[src/rtl/adc_seq_pkg.sv]
package adc_seq_pkg;
  localparam int CNT_W     = 2;
  localparam int GRP_W     = 1;
  localparam int CH_W      = CNT_W + GRP_W;
  localparam int NUM_CH    = 1 << CH_W;
  localparam int CTRL_BITS = 8;
  localparam int CTRL_ADDR = 8;

  // Control word, MSB first: done(7) start(6) ie(5) multi(4) scan(3) grp(2) cnt(1:0)
  typedef struct packed {
    logic             done;
    logic             start;
    logic             ie;
    logic             multi;
    logic             scan;
    logic [GRP_W-1:0] grp;
    logic [CNT_W-1:0] cnt;
  } ctrl_t;
endpackage

[src/rtl/adc_seq_ctrl.sv]
module adc_seq_ctrl
  import adc_seq_pkg::*;
(
  input  logic             clk,
  input  logic             rst_n,
  input  logic             wr_ctrl,
  input  logic             rd_ctrl,
  input  ctrl_t            wval,
  input  logic             ext_trig,
  input  logic             pass_end,
  output logic             go,
  output logic             stop,
  output logic [GRP_W-1:0] go_grp,
  output logic [CNT_W-1:0] go_cnt,
  output ctrl_t            cur
);
  ctrl_t ctrl_q;
  logic  armed_q;

  logic w_ok, c_ok, sw_go, trig_go;
  logic cfg_en, start_en, start_d;
  logic done_set, done_clr, done_en, done_d;
  logic arm_en, arm_d;

  always_comb begin
    w_ok     = wval.multi & ~wval.scan;
    c_ok     = ctrl_q.multi & ~ctrl_q.scan;
    sw_go    = wr_ctrl & wval.start & w_ok & ~ctrl_q.start;
    trig_go  = ext_trig & ~wr_ctrl & c_ok & ~ctrl_q.start;
    go       = sw_go | trig_go;
    stop     = wr_ctrl & ctrl_q.start & ~(wval.start & w_ok);
    go_grp   = sw_go ? wval.grp : ctrl_q.grp;
    go_cnt   = sw_go ? wval.cnt : ctrl_q.cnt;

    cfg_en   = wr_ctrl;
    start_en = go | stop | pass_end;
    start_d  = go;

    done_set = pass_end;
    done_clr = wr_ctrl & ~wval.done & armed_q & ~pass_end;
    done_en  = done_set | done_clr;
    done_d   = done_set;

    arm_en   = pass_end | done_clr | (rd_ctrl & ctrl_q.done);
    arm_d    = ~pass_end & ~done_clr & rd_ctrl & ctrl_q.done;
  end

  always_ff @(posedge clk or negedge rst_n) begin
    if (!rst_n) begin
      ctrl_q  <= '0;
      armed_q <= 1'b0;
    end else begin
      if (cfg_en) begin
        ctrl_q.ie    <= wval.ie;
        ctrl_q.multi <= wval.multi;
        ctrl_q.scan  <= wval.scan;
        ctrl_q.grp   <= wval.grp;
        ctrl_q.cnt   <= wval.cnt;
      end
      if (start_en) ctrl_q.start <= start_d;
      if (done_en)  ctrl_q.done  <= done_d;
      if (arm_en)   armed_q      <= arm_d;
    end
  end

  assign cur = ctrl_q;
endmodule

[src/rtl/adc_seq_fsm.sv]
module adc_seq_fsm
  import adc_seq_pkg::*;
(
  input  logic             clk,
  input  logic             rst_n,
  input  logic             go,
  input  logic             stop,
  input  logic [GRP_W-1:0] go_grp,
  input  logic [CNT_W-1:0] go_cnt,
  input  logic             eng_done,
  output logic             eng_start,
  output logic [CH_W-1:0]  eng_chan,
  output logic             busy,
  output logic             res_we,
  output logic [CH_W-1:0]  res_ch,
  output logic             pass_end
);
  logic            busy_q, busy_n;
  logic            est_q, est_n;
  logic [CH_W-1:0] chan_q, chan_n;
  logic [CH_W-1:0] last_q, last_n;
  logic            conv_ok, at_last;

  always_comb begin
    conv_ok  = busy_q & eng_done & ~stop;
    at_last  = (chan_q == last_q);
    pass_end = conv_ok & at_last;
    res_we   = conv_ok;
    res_ch   = chan_q;

    busy_n = busy_q;
    chan_n = chan_q;
    last_n = last_q;
    est_n  = 1'b0;
    if (go) begin
      busy_n = 1'b1;
      chan_n = {go_grp, {CNT_W{1'b0}}};
      last_n = {go_grp, go_cnt};
      est_n  = 1'b1;
    end else if (stop) begin
      busy_n = 1'b0;
    end else if (conv_ok) begin
      if (at_last) begin
        busy_n = 1'b0;
      end else begin
        chan_n = chan_q + 1'b1;
        est_n  = 1'b1;
      end
    end
  end

  always_ff @(posedge clk or negedge rst_n) begin
    if (!rst_n) begin
      busy_q <= 1'b0;
      est_q  <= 1'b0;
      chan_q <= '0;
      last_q <= '0;
    end else begin
      busy_q <= busy_n;
      est_q  <= est_n;
      chan_q <= chan_n;
      last_q <= last_n;
    end
  end

  assign eng_start = est_q;
  assign eng_chan  = chan_q;
  assign busy      = busy_q;
endmodule

[src/rtl/adc_seq_resbank.sv]
module adc_seq_resbank
  import adc_seq_pkg::*;
#(
  parameter int RES_W = 10
) (
  input  logic                           clk,
  input  logic                           rst_n,
  input  logic                           we,
  input  logic [CH_W-1:0]                wch,
  input  logic [RES_W-1:0]               wres,
  output logic [NUM_CH-1:0][RES_W-1:0]   res
);
  for (genvar i = 0; i < NUM_CH; i++) begin : g_ch
    logic             en;
    logic [RES_W-1:0] val_q;
    assign en = we & (wch == CH_W'(i));
    always_ff @(posedge clk or negedge rst_n) begin
      if (!rst_n)  val_q <= '0;
      else if (en) val_q <= wres;
    end
    assign res[i] = val_q;
  end
endmodule

[src/rtl/adc_seq_top.sv]
module adc_seq_top
  import adc_seq_pkg::*;
#(
  parameter int ADDR_W = 4,
  parameter int DATA_W = 16,
  parameter int RES_W  = 10
) (
  input  logic              clk,
  input  logic              rst_n,
  input  logic [ADDR_W-1:0] reg_addr,
  input  logic              reg_wr,
  input  logic              reg_rd,
  input  logic [DATA_W-1:0] reg_wdata,
  output logic [DATA_W-1:0] reg_rdata,
  input  logic              ext_trig,
  output logic              eng_start,
  output logic [CH_W-1:0]   eng_chan,
  input  logic              eng_done,
  input  logic [RES_W-1:0]  eng_result,
  output logic              irq
);
  logic rst_m_q, rst_s_q, rst_s_n;

  always_ff @(posedge clk or negedge rst_n) begin
    if (!rst_n) begin
      rst_m_q <= 1'b0;
      rst_s_q <= 1'b0;
    end else begin
      rst_m_q <= 1'b1;
      rst_s_q <= rst_m_q;
    end
  end
  assign rst_s_n = rst_s_q;

  logic                         is_ctrl, wr_ctrl, rd_ctrl;
  ctrl_t                        wval, ctrl_cur;
  logic                         go, stop, pass_end, busy, res_we;
  logic [GRP_W-1:0]             go_grp;
  logic [CNT_W-1:0]             go_cnt;
  logic [CH_W-1:0]              res_ch;
  logic [NUM_CH-1:0][RES_W-1:0] res;
  logic                         unused_hi;

  assign is_ctrl   = (reg_addr == ADDR_W'(CTRL_ADDR));
  assign wr_ctrl   = reg_wr & is_ctrl;
  assign rd_ctrl   = reg_rd & is_ctrl;
  assign wval      = ctrl_t'(reg_wdata[CTRL_BITS-1:0]);
  assign unused_hi = ^reg_wdata[DATA_W-1:CTRL_BITS];

  adc_seq_ctrl u_ctrl (
    .clk      (clk),
    .rst_n    (rst_s_n),
    .wr_ctrl  (wr_ctrl),
    .rd_ctrl  (rd_ctrl),
    .wval     (wval),
    .ext_trig (ext_trig),
    .pass_end (pass_end),
    .go       (go),
    .stop     (stop),
    .go_grp   (go_grp),
    .go_cnt   (go_cnt),
    .cur      (ctrl_cur)
  );

  adc_seq_fsm u_fsm (
    .clk       (clk),
    .rst_n     (rst_s_n),
    .go        (go),
    .stop      (stop),
    .go_grp    (go_grp),
    .go_cnt    (go_cnt),
    .eng_done  (eng_done),
    .eng_start (eng_start),
    .eng_chan  (eng_chan),
    .busy      (busy),
    .res_we    (res_we),
    .res_ch    (res_ch),
    .pass_end  (pass_end)
  );

  adc_seq_resbank #(.RES_W(RES_W)) u_res (
    .clk   (clk),
    .rst_n (rst_s_n),
    .we    (res_we),
    .wch   (res_ch),
    .wres  (eng_result),
    .res   (res)
  );

  always_comb begin
    reg_rdata = '0;
    if (is_ctrl)
      reg_rdata[CTRL_BITS-1:0] = ctrl_cur;
    else if (reg_addr < ADDR_W'(NUM_CH))
      reg_rdata[RES_W-1:0] = res[reg_addr[CH_W-1:0]];
  end

  assign irq = ctrl_cur.done & ctrl_cur.ie;
endmodule

[config.mk]
export PLATFORM = sky130hd
export DESIGN_NAME = adc_seq_top
export DESIGN_NICKNAME = d
export VERILOG_FILES = /design/src/rtl/adc_seq_pkg.sv /design/src/rtl/adc_seq_ctrl.sv /design/src/rtl/adc_seq_fsm.sv /design/src/rtl/adc_seq_resbank.sv /design/src/rtl/adc_seq_top.sv
export SDC_FILE = /design/constraint.sdc
export NUM_CORES = 1
export LEC_CHECK = 0
export BUFFER_PORTS_ARGS = -buffer_cell sky130_fd_sc_hd__buf_2
export CAP_MARGIN = 5
export CORE_ASPECT_RATIO = 1.25
export CORE_MARGIN = 2
export CORE_UTILIZATION = 43
export DETAILED_ROUTE_END_ITERATION = 7
export SETUP_SLACK_MARGIN = 0.2
export SLEW_MARGIN = 30
export SYNTH_ARGS = -nofsm -noshare
export SYNTH_HDL_FRONTEND = slang
export SYNTH_SLANG_ARGS = --single-unit
[constraint.sdc]
create_clock -name clk -period 7.86 [get_ports clk]
set_clock_uncertainty 0.05 [all_clocks]
set_input_delay 1.572 -clock clk [delete_from_list [all_inputs] [get_ports clk]]
set_output_delay 1.572 -clock clk [all_outputs]
set_load 0.02 [all_outputs]
### Word level (Yosys, flattened, before mapping)

Index checks and enable logic that the tools add are counted.

* bits in registers: 99
* bits of input ports: 36
* output and inout bits: 21
* logic and storage cells: 107

* $add $sub $neg: 1
* order comparisons: 2
* eq/ne operators: 11
* mux-type cells: 19
* bitwise logic cells: 46
* reduce and logical (&&, ||, !) cells: 6

Operators by type and width (count)
* $and A1 B1 Y1: 32
* $bmux W10 S3: 1
* $mux W10: 2
* $eq A3 B3 Y1 const B: 4
* $mux W3: 4
* $mux W1: 9
* $not A1 Y1: 9
* $mux W8: 1
* $eq A3 B2 Y1 const B: 2
* $reduce_bool A3 Y1: 2
* $or A1 B1 Y1: 5
* $eq A4 B4 Y1 const B: 1
* $lt A3 B4 Y1 const B: 1
* $lt A4 B4 Y1 const B: 1
* $mux W2: 2
* $ne A2 B2 Y1 const B: 2
* $add A3 B1 Y3 const B: 1
* $eq A3 B1 Y1 const B: 1
* $eq A3 B3 Y1: 1
* $logic_not A3 Y1: 1
* $reduce_and A3 Y1: 1
* $reduce_and A2 Y1: 1
* $reduce_bool A2 Y1: 1

### Longest topological paths before layout

* depth in word-level cells: 14
* gate-level depth with buffers: 5
* depth with buffers taken out: 4

### Modules after synthesis

From an unflattened synthesis, not the netlist that was laid out.

* cell total of the unflattened synthesis: 339
* area, all modules: 4934.7 um2

By module, submodules not included
* adc_seq_resbank: instances 1, cells an instance 175, area each 3163.0 um2, sequential area each 2001.9 um2
* adc_seq_top: instances 1, cells an instance 88, area each 854.6 um2, sequential area each 50.0 um2
* adc_seq_fsm: instances 1, cells an instance 42, area each 474.2 um2, sequential area each 200.2 um2
* adc_seq_ctrl: instances 1, cells an instance 34, area each 442.9 um2, sequential area each 225.2 um2

### Least setup slack after synthesis

No wires, ideal clock.

* path type: input-to-output
* start: in reg_addr[0]
* end: out reg_rdata[0]
* arrival: 2.716 ns
* required time: 6.238 ns
* slack: 3.522 ns
* stages: 4
* cell sequence: buf_2 mux4_2 mux2i_1 o21ai_0

* word-level cells in the longest chain between the ends: 4
* elaborated cells between the ends (all ways): 6
* classes of those cells: order compare: 1; eq/ne: 1; mux: 4

RTL lines
* from (decl): RTL line adc_seq_top.sv:10 `input logic [ADDR_W-1:0] reg_addr,`
* $bmux W10 S3: RTL line adc_seq_top.sv:95 `reg_rdata[RES_W-1:0] = res[reg_addr[CH_W-1:0]];`
* $mux W10 (not written as such): RTL line adc_seq_top.sv:95
* $mux W10: RTL line adc_seq_top.sv:94 `else if (reg_addr < ADDR_W'(NUM_CH))`
* $mux W8 *: RTL line adc_seq_top.sv:92 `if (is_ctrl)`
* to (decl): RTL line adc_seq_top.sv:14 `output logic [DATA_W-1:0] reg_rdata,`

Every way passes the cells marked *; elsewhere a longest branch is shown, timed or not. The select of a mux whose other input is x is not followed.

### Worst setup path after layout

* start: in reg_addr[0]
* end: out reg_rdata[3]

Same word-level chain as after synthesis.

==> flow_summary.yaml <==
clock_tree:
  clkSinkCount: 99
  ctsHoldBuffers: 0
  post_cts_buffers: 0
  cts_buffers: 9
  clock_path_buffers: 2
  h-tree-depth: 3
  clk_pin_slew_ns: 0.07
  postCtsResizedCells: 0
  cts-root-buf: "clkbuf_16"
  clk_latency_ns: 0.34
  cts_tree: "yes"
worst_setup_path:
  cp-start-kind: "primary input"
  crit_end: "reg_rdata[3]"
  path_class: "primary input to primary output"
  cp-startpoint: "reg_addr[0]"
  crit_path_max_fanout: 22
  crit_chain: "buf_2 -> nor4b_4 -> nand2_1 -> o21ai_0 -> buf_2"
  rr_endpoint: "u_res.g_ch[7].val_q[5]"
  cp.required_ns: 6.24
  slowest_stage: "nor4b_4"
  regToRegSetupSlack_ns: 5.23
  cp_data_arrival_time_ns: 3.36
  slowest_delay_ns: 0.85
  end_kind: "primary output"
  r2r-start: "u_ctrl.cur[6]"
  reg2reg_depth: 3
  critPathMostFrequentCell: "buf_2"
finish:
  post-route-util_pct: 49.1
  insertedDiodeCount: 0
  final_common_cell: "dfrtp_1"
  drive_above_1_share_pct: 48.6
  stdcell_area_um2: 5390
  syn2layout_area_growth_pct: 12.5
  most-common-layout-cells: "dfrtp_1 (98), mux2_2 (76), buf_2 (42)"
  nets: 407
hold_path:
  min_path_type: "flip-flop to asynchronous set/reset pin"
die:
  io_pins: 57
  num_rows: 43
  core_um2: 11000
  dieArea_um2: 12000
  initial_core_util_pct: 43.6
  die_y_um: 122
  die_w_um: 98.4
timing:
  setup-tns-final_ns: 0
  fin_crit_sh_pct: 63.3
  fmax_mhz: 201
  layout_min_cycle_time_ns: 4.98
  drv_slew: 0
  timing.final.hold_violations: 0
  grt_setup_unrepaired: "no"
  final-setup-viol-count: 0
  max-slew-margin-rel_pct: 35.0
  worstMarginPinSlew_ns: 0.975
place:
  port-buffer-count: 42
  placed_area_um2: 5100
  place_congestion: 0.794
  hpwl_um: 6490
route:
  vias: 2780
  via_per_inst: 5.50
  drt-total-wl_um: 9930
  drt_pre_antenna_iters: 4
  drt.antenna.violating_nets: 0
  wl_per_cell_um: 19.7
  drt_drc_violations_left: 0
  drt_iter0_drc: 131
power_and_ir_drop:
  power_frac_clock_pct: 22.4
  combPwrFrac_pct: 31.2
  p_total_mw: 1.84
  switchingPower_mw: 0.553
  p_leak_nw: 2.45
  vdd_drop_max_mv: 0.122
  swShare_pct: 30.0
  pwr-share-seq_pct: 46.4
  internal_power_mw: 1.29
  power_density_nw_per_um2: 342
global_routing:
  antenna_found_initial: 0
  grt_pass1_vias: 2856
  grt_pass1_wl_um: 15600
  grtUsageTotal_pct: 17.2
  grt_overflow: 0
  grt_max_degree: 74
synthesis:
  synthArstFlopShare_pct: 100
  synth_cells: 322
  avgSynthCellArea_um2: 14.9
  yosysWarningCount: 0
  ys_ff_latch: 99
  ys_seq_area_share_pct: 51.7
  syn_area_um2: 4790
  synth_flop_cell: "dfrtp_1"
  ys_types: 42
  synth-edff-count: 0
flow_run:
  drv_cap: 0
outcome:
  status: "complete, no violations"
stage by stage:
stage	cells	hold slack [ns]	worst slack (ns)
after global routing	505	0.213	2.68
after CTS	505	0.191	2.84
final	505	0.183	2.88
after global placement	489	0.181	2.85
after floorplan	327	0.281	3.52
after detailed placement	489	0.184	2.85
synthesized netlist by cell type (3+ instances only):
library cell | number | area [um^2]
clkbuf_1 | 5 | 18.8
dfrtp_1 | 99 | 2480
nand2_1 | 14 | 52.6
xnor2_1 | 3 | 26.3
nand3_4 | 3 | 52.6
o21ai_0 | 11 | 55.1
inv_1 | 6 | 22.5
buf_4 | 7 | 52.6
nand3_2 | 3 | 30.0
nand3_1 | 6 | 30.0
a21oi_1 | 6 | 30.0
mux4_2 | 20 | 450
o31ai_1 | 3 | 22.5
mux2i_1 | 12 | 120
mux2_2 | 76 | 856
ha_1 | 6 | 75.1
mux2_4 | 10 | 150
metal layers:
| metal | wire length (um) | track usage (%) | up-vias | part of all wire, % |
|---|---|---|---|---|
| met5 | 0 | 0 | - | 0 |
| met4 | 187 | 6.51 | 0 | 1.9 |
| met3 | 322 | 3.33 | 12 | 3.2 |
| met2 | 5050 | 29.0 | 50 | 51 |
| met1 | 4370 | 22.2 | 1442 | 44 |
| li1 | - | - | 1276 | - |
critical path: cells and delay by family:
family	cells	cell delay [ns]
and+or+nand+nor	2	1.05
AOI/OAI and AO/OA	1	0.15
buffers and inverters	2	0.57
worst min-delay path by stage:
stage | start | to | slack, ns | cells past startpoint
after floorplan | rst_m_q | rst_s_n | 0.28 | 0
after global placement | rst_s_n | u_res.g_ch[5].val_q[3] | 0.18 | 0
after detailed placement | rst_s_n | u_res.g_ch[4].val_q[3] | 0.18 | 0
after CTS | rst_s_n | u_res.g_ch[4].val_q[3] | 0.19 | 0
after global routing | rst_s_n | u_res.g_ch[4].val_q[3] | 0.21 | 0
final | rst_s_n | u_res.g_ch[5].val_q[3] | 0.18 | 0
logic make-up (layout without fill, tap and decap cells):
family / after synthesis / after routing / share of synthesized area [%]
buffers and inverters: 22 / 65 / 2.48
adder cells (fa/ha/maj): 6 / 6 / 1.57
multiplexers: 118 / 118 / 32.9
AO/OA/AOI/OAI: 28 / 28 / 3.92
AND/OR/NAND/NOR: 44 / 44 / 6.66
XOR/XNOR: 3 / 3 / 0.549
flip-flops: 99 / 99 / 51.7
other: 2 / 7 / 0.157
power groups by stage:
stage	Sequential, mW	Clock, mW	Combinational (mW)
global route	0.884	0.449	0.626
floorplan	0.834	0	0.466
CTS	0.856	0.423	0.582
finish	0.854	0.413	0.574
detailed placement	0.866	0	0.580
global placement	0.852	0	0.566
final cells by class:
| cell class | count | area (um^2) |
|---|---|---|
| multi-input cells | 206 | 2210 |
| clock buffers | 11 | 243 |
| flip-flops and latches | 99 | 2480 |
| fillers | 999 | 5590 |
| clock inverters | 5 | 38.8 |
| well taps | 135 | 169 |
| repair buffers | 43 | 221 |
| inverters | 6 | 22.5 |
sequential cells by signal, indices dropped and copies added (netlist names):
register	flops
rst_s_n	1
u_fsm.eng_chan	3
u_fsm.eng_start	1
u_res.g_ch.val_q	80
u_ctrl.armed_q	1
u_ctrl.cur	8
rst_m_q	1
u_fsm.busy	1
u_fsm.last_q	3
Note: power is estimated with default switching activity, not from simulation.
